<file path="config.mk">
export PLATFORM = sky130hd
export DESIGN_NAME = cfg_window_bridge
export DESIGN_NICKNAME = d
export VERILOG_FILES = /design/src/rtl/cfgbr_pkg.sv /design/src/rtl/cfg_tag_decode.sv /design/src/rtl/byte_lane_order.sv /design/src/rtl/ctrl_reg_decode.sv /design/src/rtl/cfg_window_bridge.sv
export SDC_FILE = /design/constraint.sdc
export NUM_CORES = 1
export LEC_CHECK = 0
export ABC_AREA = 1
export BUFFER_PORTS_ARGS = -buffer_cell sky130_fd_sc_hd__buf_2
export CORE_UTILIZATION = 44
export DETAILED_ROUTE_END_ITERATION = 7
export GPL_TIMING_DRIVEN = 0
export PLACE_DENSITY = 0.83
export SYNTH_ARGS = -nofsm -noshare
export SYNTH_HDL_FRONTEND = slang
export SYNTH_SLANG_ARGS = --single-unit
</file>
<file path="constraint.sdc">
create_clock -name clk -period 1.3 [get_ports clk]
set_clock_uncertainty 0.05 [all_clocks]
set_input_delay 0.26 -clock clk [delete_from_list [all_inputs] [get_ports clk]]
set_output_delay 0.26 -clock clk [all_outputs]
set_load 0.02 [all_outputs]
</file>
<file path="src/rtl/cfgbr_pkg.sv">
`timescale 1ns/1ps
package cfgbr_pkg;

    typedef enum logic [1:0] {
        ST_IDLE = 2'd0,
        ST_CFG  = 2'd1,
        ST_DONE = 2'd2
    } state_e;

    // Control window offsets and the fixed values behind them
    localparam int OFF_STATUS  = 'h006;
    localparam int OFF_REV     = 'h008;
    localparam int OFF_DMABASE = 'h018;
    localparam int OFF_MAPREG  = 'h05E;
    localparam int OFF_MEMBASE = 'h062;
    localparam int OFF_IOEN    = 'h064;
    localparam int OFF_ALTMAP  = 'h066;

    localparam logic [31:0] VAL_REV     = 32'h0000_0004;
    localparam logic [31:0] VAL_DMABASE = 32'h1100_0000;
    localparam logic [31:0] VAL_MEMBASE = 32'h0000_1100;
    localparam logic [31:0] VAL_IOEN    = 32'h0000_0001;
    localparam logic [31:0] VAL_ALTMAP  = 32'h0000_1D00;

endpackage

</file>
<file path="src/rtl/cfg_tag_decode.sv">
`timescale 1ns/1ps
module cfg_tag_decode #(
    parameter int WIN_ADDR_W = 20,
    parameter int MAP_W      = 16,
    parameter int MAP_SHIFT  = 16,
    parameter int SEL_LO     = 24,
    parameter int NUM_DEV    = 8,
    parameter int DEV_W      = $clog2(NUM_DEV)
) (
    input  logic [WIN_ADDR_W-1:0] win_addr,
    input  logic [MAP_W-1:0]      map,
    output logic [DEV_W-1:0]      dev,
    output logic [2:0]            func,
    output logic [7:0]            regno,
    output logic                  nodev
);
    localparam int TAG_W = SEL_LO + NUM_DEV;
    localparam logic [MAP_W-1:0] MAP_MASK = {{(MAP_W-4){1'b1}}, 4'b0000};

    logic [TAG_W-1:0] tag;
    logic             unused_tag_bits;

    assign tag = TAG_W'(win_addr) | (TAG_W'(map & MAP_MASK) << MAP_SHIFT);
    assign unused_tag_bits = ^{tag[SEL_LO-1:11], tag[1:0]};

    // Lowest set select bit wins: scan downward so the lowest index is written last
    always_comb begin
        dev   = '0;
        nodev = 1'b1;
        for (int i = NUM_DEV - 1; i >= 0; i--) begin
            if (tag[SEL_LO + i]) begin
                dev   = DEV_W'(i);
                nodev = 1'b0;
            end
        end
    end

    assign func  = tag[10:8];
    assign regno = {tag[7:2], 2'b00};

endmodule

</file>
<file path="src/rtl/byte_lane_order.sv">
`timescale 1ns/1ps
module byte_lane_order #(
    parameter int DATA_W = 32,
    parameter bit SWAP   = 1'b1
) (
    input  logic [DATA_W-1:0] din,
    output logic [DATA_W-1:0] dout
);
    localparam int BYTES = DATA_W / 8;

    generate
        if (SWAP) begin : g_swap
            for (genvar b = 0; b < BYTES; b++) begin : g_lane
                assign dout[8*b +: 8] = din[8*(BYTES-1-b) +: 8];
            end
        end else begin : g_pass
            assign dout = din;
        end
    endgenerate

endmodule

</file>
<file path="src/rtl/ctrl_reg_decode.sv">
`timescale 1ns/1ps
module ctrl_reg_decode
    import cfgbr_pkg::*;
#(
    parameter int CTRL_ADDR_W = 12,
    parameter int DATA_W      = 32,
    parameter int MAP_W       = 16
) (
    input  logic [CTRL_ADDR_W-1:0] off,
    input  logic [MAP_W-1:0]       map,
    output logic [DATA_W-1:0]      rdata,
    output logic                   hit,
    output logic                   map_sel
);
    always_comb begin
        rdata   = '0;
        hit     = 1'b1;
        map_sel = 1'b0;
        case (off)
            CTRL_ADDR_W'(OFF_STATUS):  rdata = '0;
            CTRL_ADDR_W'(OFF_REV):     rdata = DATA_W'(VAL_REV);
            CTRL_ADDR_W'(OFF_DMABASE): rdata = DATA_W'(VAL_DMABASE);
            CTRL_ADDR_W'(OFF_MEMBASE): rdata = DATA_W'(VAL_MEMBASE);
            CTRL_ADDR_W'(OFF_IOEN):    rdata = DATA_W'(VAL_IOEN);
            CTRL_ADDR_W'(OFF_ALTMAP):  rdata = DATA_W'(VAL_ALTMAP);
            CTRL_ADDR_W'(OFF_MAPREG): begin
                rdata   = DATA_W'(map);
                map_sel = 1'b1;
            end
            default: hit = 1'b0;
        endcase
    end

endmodule

</file>
<file path="src/rtl/cfg_window_bridge.sv">
`timescale 1ns/1ps
module cfg_window_bridge
    import cfgbr_pkg::*;
#(
    parameter int WIN_ADDR_W  = 20,
    parameter int CTRL_ADDR_W = 12,
    parameter int DATA_W      = 32,
    parameter int MAP_W       = 16,
    parameter int MAP_SHIFT   = 16,
    parameter int SEL_LO      = 24,
    parameter int NUM_DEV     = 8,
    parameter bit CPU_SWAP    = 1'b1
) (
    input  logic                       clk,
    input  logic                       rst_n,
    input  logic                       req_valid,
    input  logic                       req_write,
    input  logic                       req_ctrl,
    input  logic [WIN_ADDR_W-1:0]      req_addr,
    input  logic [DATA_W-1:0]          req_wdata,
    output logic                       req_ready,
    output logic [DATA_W-1:0]          rsp_rdata,
    output logic                       rsp_err,
    output logic                       cfg_valid,
    output logic                       cfg_write,
    output logic [7:0]                 cfg_bus,
    output logic [$clog2(NUM_DEV)-1:0] cfg_dev,
    output logic [2:0]                 cfg_func,
    output logic [7:0]                 cfg_reg,
    output logic                       cfg_nodev,
    output logic [DATA_W-1:0]          cfg_wdata,
    input  logic                       cfg_ack,
    input  logic [DATA_W-1:0]          cfg_rdata
);
    localparam int DEV_W = $clog2(NUM_DEV);

    typedef struct packed {
        state_e            st;
        logic [MAP_W-1:0]  map;
        logic              cfg_valid;
        logic              cfg_write;
        logic [DEV_W-1:0]  dev;
        logic [2:0]        func;
        logic [7:0]        regno;
        logic              nodev;
        logic [DATA_W-1:0] wdata;
        logic              ready;
        logic [DATA_W-1:0] rdata;
        logic              err;
    } regs_t;

    regs_t d, q;

    logic [DEV_W-1:0]  dec_dev;
    logic [2:0]        dec_func;
    logic [7:0]        dec_reg;
    logic              dec_nodev;
    logic [DATA_W-1:0] wdata_le;
    logic [DATA_W-1:0] rdata_cpu;
    logic [DATA_W-1:0] ctrl_rdata;
    logic              ctrl_hit;
    logic              ctrl_map_sel;

    cfg_tag_decode #(
        .WIN_ADDR_W(WIN_ADDR_W), .MAP_W(MAP_W), .MAP_SHIFT(MAP_SHIFT),
        .SEL_LO(SEL_LO), .NUM_DEV(NUM_DEV), .DEV_W(DEV_W)
    ) u_tag (
        .win_addr(req_addr), .map(q.map),
        .dev(dec_dev), .func(dec_func), .regno(dec_reg), .nodev(dec_nodev)
    );

    byte_lane_order #(.DATA_W(DATA_W), .SWAP(CPU_SWAP)) u_wswap (
        .din(req_wdata), .dout(wdata_le)
    );

    byte_lane_order #(.DATA_W(DATA_W), .SWAP(CPU_SWAP)) u_rswap (
        .din(cfg_rdata), .dout(rdata_cpu)
    );

    ctrl_reg_decode #(
        .CTRL_ADDR_W(CTRL_ADDR_W), .DATA_W(DATA_W), .MAP_W(MAP_W)
    ) u_ctrl (
        .off(req_addr[CTRL_ADDR_W-1:0]), .map(q.map),
        .rdata(ctrl_rdata), .hit(ctrl_hit), .map_sel(ctrl_map_sel)
    );

    always_comb begin
        d           = q;
        d.cfg_valid = 1'b0;
        d.ready     = 1'b0;
        case (q.st)
            ST_IDLE: begin
                if (req_valid) begin
                    if (req_ctrl) begin
                        d.st    = ST_DONE;
                        d.ready = 1'b1;
                        d.err   = ~ctrl_hit;
                        d.rdata = req_write ? '0 : ctrl_rdata;
                        if (req_write && ctrl_map_sel) begin
                            d.map = req_wdata[MAP_W-1:0];
                        end
                    end else begin
                        d.st        = ST_CFG;
                        d.cfg_valid = 1'b1;
                        d.cfg_write = req_write;
                        d.dev       = dec_dev;
                        d.func      = dec_func;
                        d.regno     = dec_reg;
                        d.nodev     = dec_nodev;
                        d.wdata     = wdata_le;
                        d.err       = dec_nodev;
                    end
                end
            end
            ST_CFG: begin
                if (cfg_ack) begin
                    d.st    = ST_DONE;
                    d.ready = 1'b1;
                    d.rdata = rdata_cpu;
                end
            end
            ST_DONE: d.st = ST_IDLE;
            default: d.st = ST_IDLE;
        endcase
    end

    always_ff @(posedge clk) begin
        if (!rst_n) begin
            q <= '0;
        end else begin
            q <= d;
        end
    end

    assign req_ready = q.ready;
    assign rsp_rdata = q.rdata;
    assign rsp_err   = q.err;
    assign cfg_valid = q.cfg_valid;
    assign cfg_write = q.cfg_write;
    assign cfg_bus   = '0;
    assign cfg_dev   = q.dev;
    assign cfg_func  = q.func;
    assign cfg_reg   = q.regno;
    assign cfg_nodev = q.nodev;
    assign cfg_wdata = q.wdata;

endmodule

</file>
## After elaboration in Yosys (flattened, before gate mapping)

Cells that the tools add are included.

| cells by class | value |
|---|---|
| equality and inequality tests | 11 |
| mux-type cells | 31 |
| bitwise gates (word level) | 3 |
| reductions and logical operators | 10 |

Operators by type and width:

| cell | number |
|---|---|
| $pmux 29 s6 | 1 |
| $mux 101 | 1 |
| $mux 33 | 2 |
| $pmux 33 s2 | 1 |
| $mux 49 | 1 |
| $eq 12x7->1 const B | 4 |
| $mux 16 | 2 |
| $mux 32 | 1 |
| $or 20x32->32 | 1 |
| $mux 3 | 8 |
| $eq 12x3->1 const B | 1 |
| $eq 12x4->1 const B | 1 |
| $eq 12x5->1 const B | 1 |
| $mux 1 | 11 |
| $reduce_and 4->1 | 2 |
| $reduce_or 7->1 | 1 |
| $ne 2x2->1 const B | 3 |
| $reduce_and 3->1 | 2 |
| $mux 2 | 2 |
| $pmux 2 s2 | 1 |
| $reduce_and 2->1 | 2 |
| $eq 2x1->1 const B | 1 |
| $logic_not 2->1 | 1 |
| $not 1->1 | 2 |
| other kinds (2) | 2 |

| word-level totals | value |
|---|---|
| flip-flop bits (word level) | 99 |
| output and inout bits | 91 |
| word-level logic and storage cells | 67 |

## Logic depth before layout (Yosys ltp)

Gate-level depths: netlist of the first run.

| logic depth | value |
|---|---|
| word-level depth | 12 |
| mapped depth | 10 |
| mapped depth without buffers | 9 |

## By module

A second synthesis of the first run with hierarchy kept.

| second synthesis, totals | value |
|---|---|
| cell total of the unflattened synthesis | 1008 |
| area total of the unflattened synthesis | 6622.6 sq um |

By module, submodules not included:

| module | instances | cells each | area an instance (sq um) | sequential area each (sq um) |
|---|---|---|---|---|
| cfg_window_bridge | 1 | 818 | 5520.3 | 2021.9 |
| byte_lane_order | 2 | 32 | 240.2 | 0.0 |
| ctrl_reg_decode | 1 | 93 | 434.2 | 0.0 |
| cfg_tag_decode | 1 | 33 | 187.7 | 0.0 |

## Least setup slack after synthesis of the first run

Ideal clock, no wire load.

| timing | value |
|---|---|
| path kind | register to register |
| from | reg q[100] (netlist name) |
| to | reg q (netlist bit cfg_wdata[13]) |
| arrival time | 1155 ps |
| slack | -21 ps |
| stages on the path, launching flop included | 9 |
| path buffers | 2 |
| clock period less this slack | 1321 ps |
| cell sequence | dfxtp_1 nor2_4 nand2_2 nor2_4 inv_2 buf_6 buf_2 nor2_1 nor2_1 |

| on the way | value |
|---|---|
| word-level cells in the longest chain between the ends | 2 |

RTL lines:

| what | line | source |
|---|---|---|
| start: declaration | cfg_window_bridge.sv:52 | `regs_t d, q;` |
| start signal: assignment | cfg_window_bridge.sv:129 | `q <= '0;` |
| start signal: assignment | cfg_window_bridge.sv:131 | `q <= d;` |
| $logic_not 2->1 | cfg_window_bridge.sv:91 | `case (q.st)` |
| $reduce_and 3->1 (no line) | -- |  |

No other way between the ends.
A chain may end at the register's enable or synchronous reset.

## Worst setup path in the final report of the first run

| timing | value |
|---|---|
| from | reg q[100] (netlist name) |
| to | reg q (netlist bit cfg_wdata[26]) |

The elaborated chain is that of the path after synthesis.

==> metrics.log, run 1 <==
[metrics] result of the run: complete, but fails checks
[metrics] violated checks: setup timing
[metrics] Detailed Route Iter0 Violations: 261
[metrics] CTS H-tree lvls: 3
[metrics] # fillers: 887
[metrics] largest net degree at the start of global routing: 17
[metrics] synth top area cells: dfxtp_1, buf_4, nor2_1, o21ai_0, nand2_1
[metrics] count of antenna diodes in the layout: 0
[metrics] post-route standard cell area excluding fillers: 6980 sq um
[metrics] CP Data Arrival Time: 1.70 ns
[metrics] flops & latches, synth: 99
[metrics] final setup slack of the worst path: -0.184 ns
[metrics] vias in the first global route: 3912
[metrics] net switching share of the total power: 30.3%
[metrics] final count of negative-setup-slack endpoints: 87
[metrics] area share of the largest cell type after synthesis: 42.5%
[metrics] Crit path max-delay family: simple AND/OR/NAND/NOR gates
[metrics] root cell of the clock tree: clkbuf_8
[metrics] number of vias per cell: 4.68
[metrics] post-synthesis instance total: 625
[metrics] combined buffer and inverter count along the critical path: 4
[metrics] Sw Pwr: 0.00206 W
[metrics] number of standard-cell rows in the floorplan: 37
[metrics] total via count in the routed design: 4541
[metrics] wire length of the first global-routing pass: 18700 um
[metrics] Placed Instances: 931
[metrics] count of placed standard cells in the final layout, fillers left out: 971
[metrics] initial antenna violation count: 1
[metrics] worst setup path category: reg2reg
[metrics] count of max-cap constraint violations: 0
[metrics] Yosys cell types: 30
[metrics] die area: 11000 sq um
[metrics] number of sinks handled by clock tree synthesis: 99
[metrics] GRT Util Overall: 21.4%
[metrics] Crit Path Max Fanout: 10
[metrics] synth warn: 0
[metrics] final hold vios: 0
[metrics] commonest cells after routing, fill and taps aside: buf_2, buf_4, nor2_1
[metrics] fraction of the cycle the final worst path needs: 114%
[metrics] final estimated routing congestion in global placement: 0.821
[metrics] Clock power frac: 26.5%
[metrics] Max VDD drop: 0.000561 V
[metrics] HPWL after detailed placement: 8570 um
[metrics] die outline width: 105 um
[metrics] insertion delay of the later-clocked pin in the worst-skew pair: 0.37 ns
[metrics] area used by multi-input combinational logic: 2160 sq um
[metrics] Pwr Density: 974 nW/um^2
[metrics] most common library cell in the layout ignoring fill and taps: buf_2
[metrics] final critical delay including setup and external delays: 1.48 ns
[metrics] part of the total power dissipated in combinational logic: 24.8%
[metrics] proportion of layout cells with a drive suffix above 1: 57.1%
[metrics] number of buffers on the longest clock path: 2
[metrics] Yosys top cell by area: dfxtp_1
[metrics] average wire length per cell after detail routing: 13.4 um
[metrics] Total Nets Final: 920
[metrics] DRC violation count after routing: 0
[metrics] wire length reported by the detailed router: 13000 um
[metrics] remaining global-route overflow: 0
[metrics] Design Power: 0.00679 W
[metrics] kind of end point of the critical path: register
[metrics] number of CTS-inserted buffers: 9
[metrics] Internal: 0.00473 W
[metrics] CTS Hold Bufs: 0
[metrics] Fmax: 0.674 GHz
[metrics] sequential share of power: 48.7%
[metrics] Critical Path, Cell by Cell: nor2_4 -> nand2_2 -> nor2_4 -> buf_6 -> inv_6 -> buf_12 -> buf_12 -> nor2_2 -> nor2_1
[metrics] number of antenna-violating nets in the routed design: 0
[metrics] average cell area after synthesis: 7.46 sq um
[metrics] Leakage Power: 3.39 nW
[metrics] unrepaired setup endpoints after global routing: true
[metrics] cell area after placement: 5680 sq um
[metrics] post-synthesis instance area: 4660 sq um
[metrics] Initial Util: 45.3%
[metrics] transition time of the tightest slew-check pin: 0.687 ns
[metrics] Area growth, synth to finish: 49.8%
[metrics] launching element type of the critical path: register
[metrics] Core Region: 10300 sq um
[metrics] number of port buffers: 161
[metrics] part of the Yosys area used for sequential elements: 42.5%
[metrics] max_slew headroom: 54.2%
[metrics] Slowest cell on crit path: dfxtp_4
[metrics] path type of the worst min-delay path: in2reg
[metrics] Reg clk slew, reported paths: 0.10 ns
[metrics] Die Ht: 105 um
[metrics] CTS tree: built
[metrics] router iterations before antenna repair: 4
[metrics] max-slew violation count: 0
[metrics] peak per-stage delay on the critical path: 0.37 ns
[metrics] FF+latch area: 2060 sq um
[metrics] critical path data required time: 1.52 ns
[metrics] number of primary I/O pins: 181
## layout make-up
| class | instances | share of cell area (%) |
|---|---|---|
| Inverter | 43 | 2.64 |
| Multi-Input combinational cell | 377 | 30.9 |
| Clock buffer | 11 | 1.88 |
| Tap cell | 136 | 2.44 |
| Buffer | 116 | 13.5 |
| Clock inverter | 5 | 0.538 |
| Timing Repair Buffer | 184 | 18.6 |
| Sequential cell | 99 | 29.5 |
## cells by family (layout without fill, tap and decap cells)
group,after synthesis,after routing,synth area share [%]
AOI/OAI and AO/OA,139,139,15.1
other,1,10,0.0805
DFF,99,99,42.5
buffers and inverters,159,359,21.1
and+or+nand+nor,227,228,21.2
## power groups by stage
stage	combinational, W	sequential [W]	clock (W)
2_1_floorplan	0.000860	0.00334	0
3_3_place_gp	0.00126	0.00334	0
3_5_place_dp	0.00127	0.00335	0
4_1_cts	0.00137	0.00328	0.00184
5_1_grt	0.00181	0.00333	0.00199
6_report	0.00169	0.00331	0.00180
## what timing repair did
item | in CTS | in global routing
endpoints found under the setup margin | 91 | 151
resized for setup | 46 | 274
buffers inserted | 6 | 10
pin swaps | 10 | 20
hold endpoints to repair | 0 | 0
gates cloned | 4 | 4
## layer usage
layer | vias up | routed length (um) | track usage (%) | share of wire [%]
met5 | - | 13 | 0 | 0.10
met3 | 15 | 616 | 3.06 | 4.7
met4 | 2 | 146 | 8.95 | 1.1
li1 | 2312 | - | - | -
met1 | 2085 | 5770 | 28.4 | 44
met2 | 127 | 6500 | 34.9 | 50
## worst register-to-register path: stages (launching register included)
cell and delay [ns]:
dfxtp_4 0.37, nor2_4 0.15, nand2_2 0.10, nor2_4 0.12
buf_6 0.14, inv_6 0.05, buf_12 0.14, buf_12 0.15
nor2_2 0.07, nor2_1 0.05
## final timing paths
check	startpoint	to	slack [ns]	cells after the start
setup / recovery	q[100]$_SDFFE_PN0P_	cfg_wdata[26]$_SDFFE_PN0P_	-0.18	9
hold / removal	cfg_ack	q[99]$_SDFFE_PN0P_	0.04	2
setup reg to reg	q[100]$_SDFFE_PN0P_	cfg_wdata[26]$_SDFFE_PN0P_	-0.18	9
hold reg to reg	rsp_rdata[21]$_SDFFE_PN0P_	rsp_rdata[21]$_SDFFE_PN0P_	0.41	2
## cell usage after synthesis
cell	n
nand2_1	78
nor2_2	3
a21oi_1	58
nand3b_1	1
inv_4	1
buf_6	4
a22oi_1	1
inv_2	6
o21ai_0	61
nor2_4	3
buf_8	1
nand4_4	1
nor3_1	1
nand4_1	5
o21ai_1	17
buf_2	12
clkbuf_2	1
conb_1	1
dfxtp_1	99
o41ai_1	1
clkbuf_1	11
nor2_8	1
o211ai_1	1
nand3_1	14
nand2_2	2
nand3_4	2
inv_1	36
and2_1	1
buf_4	87
nor2_1	115
## per-stage QoR
stage / hold WS (ns) / TNS (ns) / setup slack (ns) / util, %
final: 0.0385 / -11.51 / -0.184 / 67.9
after global routing: 0.0422 / -18.70 / -0.274 / 67.9
after global placement: 0.398 / -13.54 / -0.252 / 55.2
after CTS: 0.00744 / -7.71 / -0.138 / 59.1
after floorplan: 0.312 / -0.0271 / -0.00135 / -
after detailed placement: 0.401 / -14.25 / -0.250 / 55.2
Note: power is estimated with default switching activity, not from simulation.
==> inputs of run 2 (changes only) <==
--- a/config.mk
+++ b/config.mk
@@ -7,10 +7,10 @@
 export LEC_CHECK = 0
 export ABC_AREA = 1
 export BUFFER_PORTS_ARGS = -buffer_cell sky130_fd_sc_hd__buf_2
-export CORE_UTILIZATION = 44
+export CORE_UTILIZATION = 49
 export DETAILED_ROUTE_END_ITERATION = 7
 export GPL_TIMING_DRIVEN = 0
-export PLACE_DENSITY = 0.83
+export PLACE_DENSITY = 0.87
 export SYNTH_ARGS = -nofsm -noshare
 export SYNTH_HDL_FRONTEND = slang
 export SYNTH_SLANG_ARGS = --single-unit
==> constraint.sdc (replaced) <==
create_clock -name clk -period 1.7 [get_ports clk]
set_clock_uncertainty 0.05 [all_clocks]
set_input_delay 0.34 -clock clk [delete_from_list [all_inputs] [get_ports clk]]
set_output_delay 0.34 -clock clk [all_outputs]
set_load 0.02 [all_outputs]
==> run 2 against run 1 <==
The run now ends clean; first-iteration DRC count shrank 54%; global-route usage up 0.88 points; die area down 10%; register-to-register slack gained 0.34 ns; non-clock buffer count fell by 21; clock power fell by 20%; critical path type unchanged.
==> metrics.log, run 2 (synthesized netlist as in run 1, its figures left out) <==
[metrics] result of the run: complete, no violations (was complete, but fails checks)
[metrics] die outline width: 99.5 um (was 105 um)
[metrics] insertion delay of the later-clocked pin in the worst-skew pair: 0.37 ns (about the same)
[metrics] Core Region: 9240 sq um (was 10300 sq um)
[metrics] number of CTS-inserted buffers: 9 (unchanged)
[metrics] final hold vios: 0 (unchanged)
[metrics] initial antenna violation count: 0 (was 1)
[metrics] Leakage Power: 3.07 nW (was 3.39 nW)
[metrics] largest net degree at the start of global routing: 19 (was 17)
[metrics] Area growth, synth to finish: 25.7% (was 49.8%)
[metrics] wire length of the first global-routing pass: 17500 um (was 18700 um)
[metrics] Internal: 0.00343 W (was 0.00473 W)
[metrics] number of buffers on the longest clock path: 2 (unchanged)
[metrics] post-CTS setup repair buffer count: 0 (was 6)
[metrics] Sw Pwr: 0.00149 W (was 0.00206 W)
[metrics] launching element type of the critical path: register (unchanged)
[metrics] Reg clk slew, reported paths: 0.11 ns (was 0.10 ns)
[metrics] unrepaired setup endpoints after global routing: false (was true)
[metrics] worst setup path category: reg2reg (unchanged)
[metrics] # fillers: 863 (was 887)
[metrics] Pwr Density: 840 nW/um^2 (was 974 nW/um^2)
[metrics] part of the total power dissipated in combinational logic: 19.7% (was 24.8%)
[metrics] Detailed Route Iter0 Violations: 119 (was 261)
[metrics] vias in the first global route: 3827 (was 3912)
[metrics] area used by multi-input combinational logic: 1730 sq um (was 2160 sq um)
[metrics] combined buffer and inverter count along the critical path: 3 (was 4)
[metrics] net switching share of the total power: 30.3% (about the same)
[metrics] Worst Hold Slack: 0.111 ns (was 0.0385 ns)
[metrics] number of cells on the worst hold path: 2 (unchanged)
[metrics] cts repair resizes: 0 (was 46)
[metrics] Reg2Reg Capture Point: cfg_wdata[15]$_SDFFE_PN0P_ (was cfg_wdata[26]$_SDFFE_PN0P_)
[metrics] sequential share of power: 51.0% (was 48.7%)
[metrics] kind of end point of the critical path: register (unchanged)
[metrics] cell area after placement: 5660 sq um (was 5680 sq um)
[metrics] Max VDD drop: 0.000416 V (was 0.000561 V)
[metrics] fraction of the cycle the final worst path needs: 91.0% (was 114%)
[metrics] Hold Crit Start: cfg_ack (unchanged)
[metrics] Crit path max-delay family: simple AND/OR/NAND/NOR gates (unchanged)
[metrics] count of max-cap constraint violations: 0 (unchanged)
[metrics] worst setup slack for register-to-register paths: 0.15 ns (was -0.18 ns)
[metrics] HPWL after detailed placement: 8300 um (was 8570 um)
[metrics] CTS tree: built (unchanged)
[metrics] number of port buffers: 161 (unchanged)
[metrics] number of antenna-violating nets in the routed design: 0 (unchanged)
[metrics] Critical Path, Cell by Cell: nor2_4 -> nand2_2 -> nor2_4 -> inv_2 -> buf_6 -> buf_2 -> nor2_1 -> nor2_1 (was nor2_4 -> nand2_2 -> nor2_4 -> buf_6 -> inv_6 -> buf_12 -> buf_12 -> nor2_2 -> nor2_1)
[metrics] router iterations before antenna repair: 4 (unchanged)
[metrics] final critical delay including setup and external delays: 1.55 ns (was 1.48 ns)
[metrics] number of vias per cell: 4.60 (was 4.68)
[metrics] Clock power frac: 29.3% (was 26.5%)
[metrics] worst min-delay path endpoint: q[99]$_SDFFE_PN0P_ (unchanged)
[metrics] remaining global-route overflow: 0 (unchanged)
[metrics] total via count in the routed design: 4333 (was 4541)
[metrics] average wire length per cell after detail routing: 11.5 um (was 13.4 um)
[metrics] FF+latch area: 1980 sq um (was 2060 sq um)
[metrics] path type of the worst min-delay path: in2reg (unchanged)
[metrics] Fmax: 0.646 GHz (was 0.674 GHz)
[metrics] final estimated routing congestion in global placement: 0.818 (was 0.821)
[metrics] GRT Util Overall: 22.3% (was 21.4%)
[metrics] wire length reported by the detailed router: 10900 um (was 13000 um)
[metrics] number of standard-cell rows in the floorplan: 35 (was 37)
[metrics] Initial Util: 50.4% (was 45.3%)
[metrics] Fin Setup TNS: 0 ns (was -11.51 ns)
[metrics] proportion of layout cells with a drive suffix above 1: 37.3% (was 57.1%)
[metrics] Total Nets Final: 898 (was 920)
[metrics] end-of-flow core utilization: 63.4% (was 67.9%)
[metrics] root cell of the clock tree: clkbuf_8 (unchanged)
[metrics] most common library cell in the layout ignoring fill and taps: buf_2 (unchanged)
[metrics] number of primary I/O pins: 181 (unchanged)
[metrics] Crit Path Max Fanout: 10 (unchanged)
[metrics] CTS Hold Bufs: 0 (unchanged)
[metrics] critical path data required time: 1.91 ns (was 1.52 ns)
[metrics] number of sinks handled by clock tree synthesis: 99 (unchanged)
[metrics] Slowest cell on crit path: dfxtp_1 (was dfxtp_4)
[metrics] Design Power: 0.00492 W (was 0.00679 W)
[metrics] startpoint of the most critical register-to-register path: q[100]$_SDFFE_PN0P_ (unchanged)
[metrics] die area: 9900 sq um (was 11000 sq um)
[metrics] peak per-stage delay on the critical path: 0.36 ns (was 0.37 ns)
[metrics] CP Data Arrival Time: 1.76 ns (was 1.70 ns)
[metrics] Die Ht: 99.5 um (was 105 um)
[metrics] number of cell instances on the worst register-to-register path: 8 (was 9)
[metrics] final count of negative-setup-slack endpoints: 0 (was 87)
[metrics] commonest cells after routing, fill and taps aside: buf_2, nor2_1, dfxtp_1 (was buf_2, buf_4, nor2_1)
[metrics] DRC violation count after routing: 0 (unchanged)
[metrics] post-route standard cell area excluding fillers: 5860 sq um (was 6980 sq um)
[metrics] count of antenna diodes in the layout: 0 (unchanged)
[metrics] CTS H-tree lvls: 3 (unchanged)
[metrics] max-slew violation count: 0 (unchanged)
## run 2: cell count changes in the layout (fill, tap and decap cells not counted), sizes merged
cell and change:
buf -18, nand4 -1, clkinvlp -1, clkinv +1, bufbuf -1, clkbuf -4
inv +2
## run 2: metrics by stage
stage | setup WS [ns] | instances
final | 0.153 | 942
after global routing | 0.0689 | 942
after CTS | 0.0833 | 940
after detailed placement | 0.0817 | 924
after global placement | 0.0773 | 924
after floorplan | 0.379 | 634
## run 2: worst max path at each step
stage | start | endpoint | cells past startpoint
after floorplan | q[100]$_SDFFE_PN0P_ | cfg_wdata[13]$_SDFFE_PN0P_ | 8
after global placement | req_addr[8] | q[98]$_SDFFE_PN0P_ | 8
after detailed placement | req_addr[8] | q[90]$_SDFFE_PN0P_ | 8
after CTS | q[100]$_SDFFE_PN0P_ | cfg_wdata[15]$_SDFFE_PN0P_ | 8
after global routing | q[100]$_SDFFE_PN0P_ | cfg_wdata[15]$_SDFFE_PN0P_ | 8
final | q[100]$_SDFFE_PN0P_ | cfg_wdata[15]$_SDFFE_PN0P_ | 8
## run 2: power groups by stage
stage	registers [W]	logic, W	clock network, W
after detailed placement	0.00256	0.000964	0
after floorplan	0.00256	0.000656	0
after CTS	0.00251	0.000969	0.00147
after global placement	0.00256	0.000953	0
final	0.00251	0.000970	0.00144
after global routing	0.00252	0.00106	0.00156
## run 2: layout make-up
type / count / share of cell area (%)
flip-flops and latches: 99 / 33.8
clock buffers: 9 / 2.11
repair buffers: 163 / 14.0
well taps: 129 / 2.76
inverters: 43 / 2.80
clock inverters: 7 / 1.00
multi-input cells: 376 / 29.5
plain buffers: 116 / 14.0
## run 2: per-layer routing
metal / GRT usage, % / up-vias / wire length, um
met2: 36.5 / 153 / 5070
li1: - / 2262 / -
met3: 5.27 / 10 / 704
met4: 6.90 / 0 / 104
met5: 0 / - / 0
met1: 29.2 / 1908 / 4990
==> inputs of run 3 (changes only) <==
--- a/config.mk
+++ b/config.mk
@@ -6,11 +6,12 @@
 export NUM_CORES = 1
 export LEC_CHECK = 0
 export ABC_AREA = 1
-export BUFFER_PORTS_ARGS = -buffer_cell sky130_fd_sc_hd__buf_2
-export CORE_UTILIZATION = 49
+export CORE_MARGIN = 2
+export CORE_UTILIZATION = 61
 export DETAILED_ROUTE_END_ITERATION = 7
+export DONT_BUFFER_PORTS = 1
 export GPL_TIMING_DRIVEN = 0
-export PLACE_DENSITY = 0.87
+export PLACE_DENSITY = 0.84
 export SYNTH_ARGS = -nofsm -noshare
 export SYNTH_HDL_FRONTEND = slang
 export SYNTH_SLANG_ARGS = --single-unit
==> run 3 against run 2 <==
First-iteration DRC count rose by 25%; clock-buffer cell count grew 1; critical path depth did not move; global-route usage is 2.7 points higher; clock power is 6% higher; die area fell by 16%; fmax is 1.0% lower; critical path type unchanged; critical endpoint is now cfg_wdata[19]$_SDFFE_PN0P_; largest cell class unchanged.
==> metrics.log, run 3 (synthesized netlist as in run 1, its figures left out) <==
[metrics] die outline width: 91.4 um (was 99.5 um)
[metrics] CTS Hold Bufs: 0 (unchanged)
[metrics] total via count in the routed design: 3854 (was 4333)
[metrics] number of primary I/O pins: 181 (unchanged)
[metrics] Initial Util: 63.6% (was 50.4%)
[metrics] Total Nets Final: 737 (was 898)
[metrics] Crit Path Max Fanout: 10 (unchanged)
[metrics] count of max-cap constraint violations: 0 (unchanged)
[metrics] cell area after placement: 4820 sq um (was 5660 sq um)
[metrics] final hold vios: 0 (unchanged)
[metrics] Max VDD drop: 0.000615 V (was 0.000416 V)
[metrics] Hold Crit Start: cfg_ack (unchanged)
[metrics] final critical delay including setup and external delays: 1.56 ns (was 1.55 ns)
[metrics] Die Ht: 91.4 um (was 99.5 um)
[metrics] number of standard-cell rows in the floorplan: 31 (was 35)
[metrics] worst setup path category: reg2reg (unchanged)
[metrics] HPWL after detailed placement: 7960 um (was 8300 um)
[metrics] DRC violation count after routing: 0 (unchanged)
[metrics] most common library cell in the layout ignoring fill and taps: nor2_1 (was buf_2)
[metrics] Reg clk slew, reported paths: 0.09 ns (was 0.11 ns)
[metrics] GRT Util Overall: 25.0% (was 22.3%)
[metrics] # fillers: 648 (was 863)
[metrics] result of the run: complete, no violations (unchanged)
[metrics] unrepaired setup endpoints after global routing: false (unchanged)
[metrics] path type of the worst min-delay path: in2reg (unchanged)
[metrics] wire length of the first global-routing pass: 17100 um (was 17500 um)
[metrics] CP Data Arrival Time: 1.76 ns (about the same)
[metrics] vias in the first global route: 3684 (was 3827)
[metrics] average wire length per cell after detail routing: 13.9 um (was 11.5 um)
[metrics] Fmax: 0.640 GHz (was 0.646 GHz)
[metrics] Leakage Power: 2.34 nW (was 3.07 nW)
[metrics] initial antenna violation count: 0 (unchanged)
[metrics] number of sinks handled by clock tree synthesis: 99 (unchanged)
[metrics] insertion delay of the later-clocked pin in the worst-skew pair: 0.36 ns (was 0.37 ns)
[metrics] startpoint of the most critical register-to-register path: q[100]$_SDFFE_PN0P_ (unchanged)
[metrics] count of antenna diodes in the layout: 0 (unchanged)
[metrics] commonest cells after routing, fill and taps aside: nor2_1, dfxtp_1, buf_4 (was buf_2, nor2_1, dfxtp_1)
[metrics] fraction of the cycle the final worst path needs: 91.9% (was 91.0%)
[metrics] Pwr Density: 953 nW/um^2 (was 840 nW/um^2)
[metrics] number of antenna-violating nets in the routed design: 0 (unchanged)
[metrics] Detailed Route Iter0 Violations: 149 (was 119)
[metrics] number of buffers on the longest clock path: 2 (unchanged)
[metrics] critical path data required time: 1.90 ns (was 1.91 ns)
[metrics] number of cell instances on the worst register-to-register path: 8 (unchanged)
[metrics] number of port buffers: 0 (was 161)
[metrics] number of cells on the worst hold path: 1 (was 2)
[metrics] post-route standard cell area excluding fillers: 5030 sq um (was 5860 sq um)
[metrics] die area: 8350 sq um (was 9900 sq um)
[metrics] CTS tree: built (unchanged)
[metrics] number of vias per cell: 5.13 (was 4.60)
[metrics] final estimated routing congestion in global placement: 0.881 (was 0.818)
[metrics] wire length reported by the detailed router: 10500 um (was 10900 um)
[metrics] final count of negative-setup-slack endpoints: 0 (unchanged)
[metrics] remaining global-route overflow: 0 (unchanged)
[metrics] largest net degree at the start of global routing: 17 (was 19)
[metrics] proportion of layout cells with a drive suffix above 1: 21.8% (was 37.3%)
[metrics] number of CTS-inserted buffers: 9 (unchanged)
[metrics] CTS H-tree lvls: 3 (unchanged)
[metrics] Area growth, synth to finish: 8.03% (was 25.7%)
[metrics] worst setup slack for register-to-register paths: 0.14 ns (was 0.15 ns)
[metrics] kind of end point of the critical path: register (unchanged)
[metrics] router iterations before antenna repair: 4 (unchanged)
[metrics] launching element type of the critical path: register (unchanged)
[metrics] Reg2Reg Capture Point: cfg_wdata[19]$_SDFFE_PN0P_ (was cfg_wdata[15]$_SDFFE_PN0P_)
[metrics] Core Region: 7330 sq um (was 9240 sq um)
[metrics] worst min-delay path endpoint: q[99]$_SDFFE_PN0P_ (unchanged)
[metrics] root cell of the clock tree: clkbuf_8 (unchanged)
[metrics] max-slew violation count: 0 (unchanged)
[metrics] Fin Setup TNS: 0 ns (unchanged)
-- run 3: worst max-delay path, cell delays in order (launching register included) --
cell	delay, ns
dfxtp_1	0.35
nor2_4	0.16
nand2_2	0.10
nor2_4	0.23
inv_2	0.06
buf_6	0.15
buf_2	0.19
nor2_1	0.11
nor2_1	0.06
-- run 3: layout make-up --
cell class | count | area, sq um | share of cell area (%)
clock inverter | 6 | 63.8 | 1.27
tap | 99 | 124 | 2.46
timing repair buffer | 2 | 15.0 | 0.298
sequential | 99 | 1980 | 39.4
buffer | 116 | 820 | 16.3
clock buffer | 10 | 138 | 2.73
inverter | 43 | 164 | 3.26
multi-input combinational | 376 | 1730 | 34.3
-- run 3: per-layer routing --
metal  track usage, %  part of all wire [%]  wire length (um)  vias up
li1                 -                     -                 -     1949
met1             29.4                    43              4510     1735
met2             42.8                    46              4820      153
met3             7.63                   8.9               930       17
met4             8.71                   1.9               195        0
met5                0                     0                 0        -
-- run 3: worst max-delay path by stage --
stage                              startpoint                          to  slack [ns]  depth (start not counted)
after floorplan           q[100]$_SDFFE_PN0P_  cfg_wdata[13]$_SDFFE_PN0P_        0.38                          8
after detailed placement  q[100]$_SDFFE_PN0P_  cfg_wdata[14]$_SDFFE_PN0P_        0.15                          8
after global placement    q[100]$_SDFFE_PN0P_  cfg_wdata[14]$_SDFFE_PN0P_        0.18                          8
final                     q[100]$_SDFFE_PN0P_  cfg_wdata[19]$_SDFFE_PN0P_        0.14                          8
after CTS                 q[100]$_SDFFE_PN0P_  cfg_wdata[14]$_SDFFE_PN0P_        0.11                          8
after global routing      q[100]$_SDFFE_PN0P_  cfg_wdata[19]$_SDFFE_PN0P_       0.008                          8
-- run 3: repair_timing --
item / CTS / global route
setup buffers: 0 / 2
gates resized for setup: 0 / 0
hold endpoints to repair: 0 / 0
endpoints found under the setup margin: 0 / 1
-- run 3: power by group --
group	internal, W	leakage (nW)	switching [W]	total (W)
logic	0.000291	1.43	0.000463	0.000755
clock network	0.000721	0.0987	0.000799	0.00152
registers	0.00245	0.809	0.0000776	0.00252
-- run 3: per-stage QoR --
| step | setup slack [ns] | instances | utilization [%] | total power [W] | hold WS, ns |
|---|---|---|---|---|---|
| after floorplan | 0.379 | 634 | - | 0.00321 | 0.388 |
| after global placement | 0.183 | 733 | 65.7 | 0.00330 | 0.394 |
| after detailed placement | 0.154 | 733 | 65.7 | 0.00332 | 0.408 |
| after CTS | 0.112 | 749 | 68.5 | 0.00482 | 0.0292 |
| after global routing | 0.00750 | 751 | 68.7 | 0.00501 | 0.0341 |
| final | 0.137 | 751 | 68.7 | 0.00480 | 0.0386 |
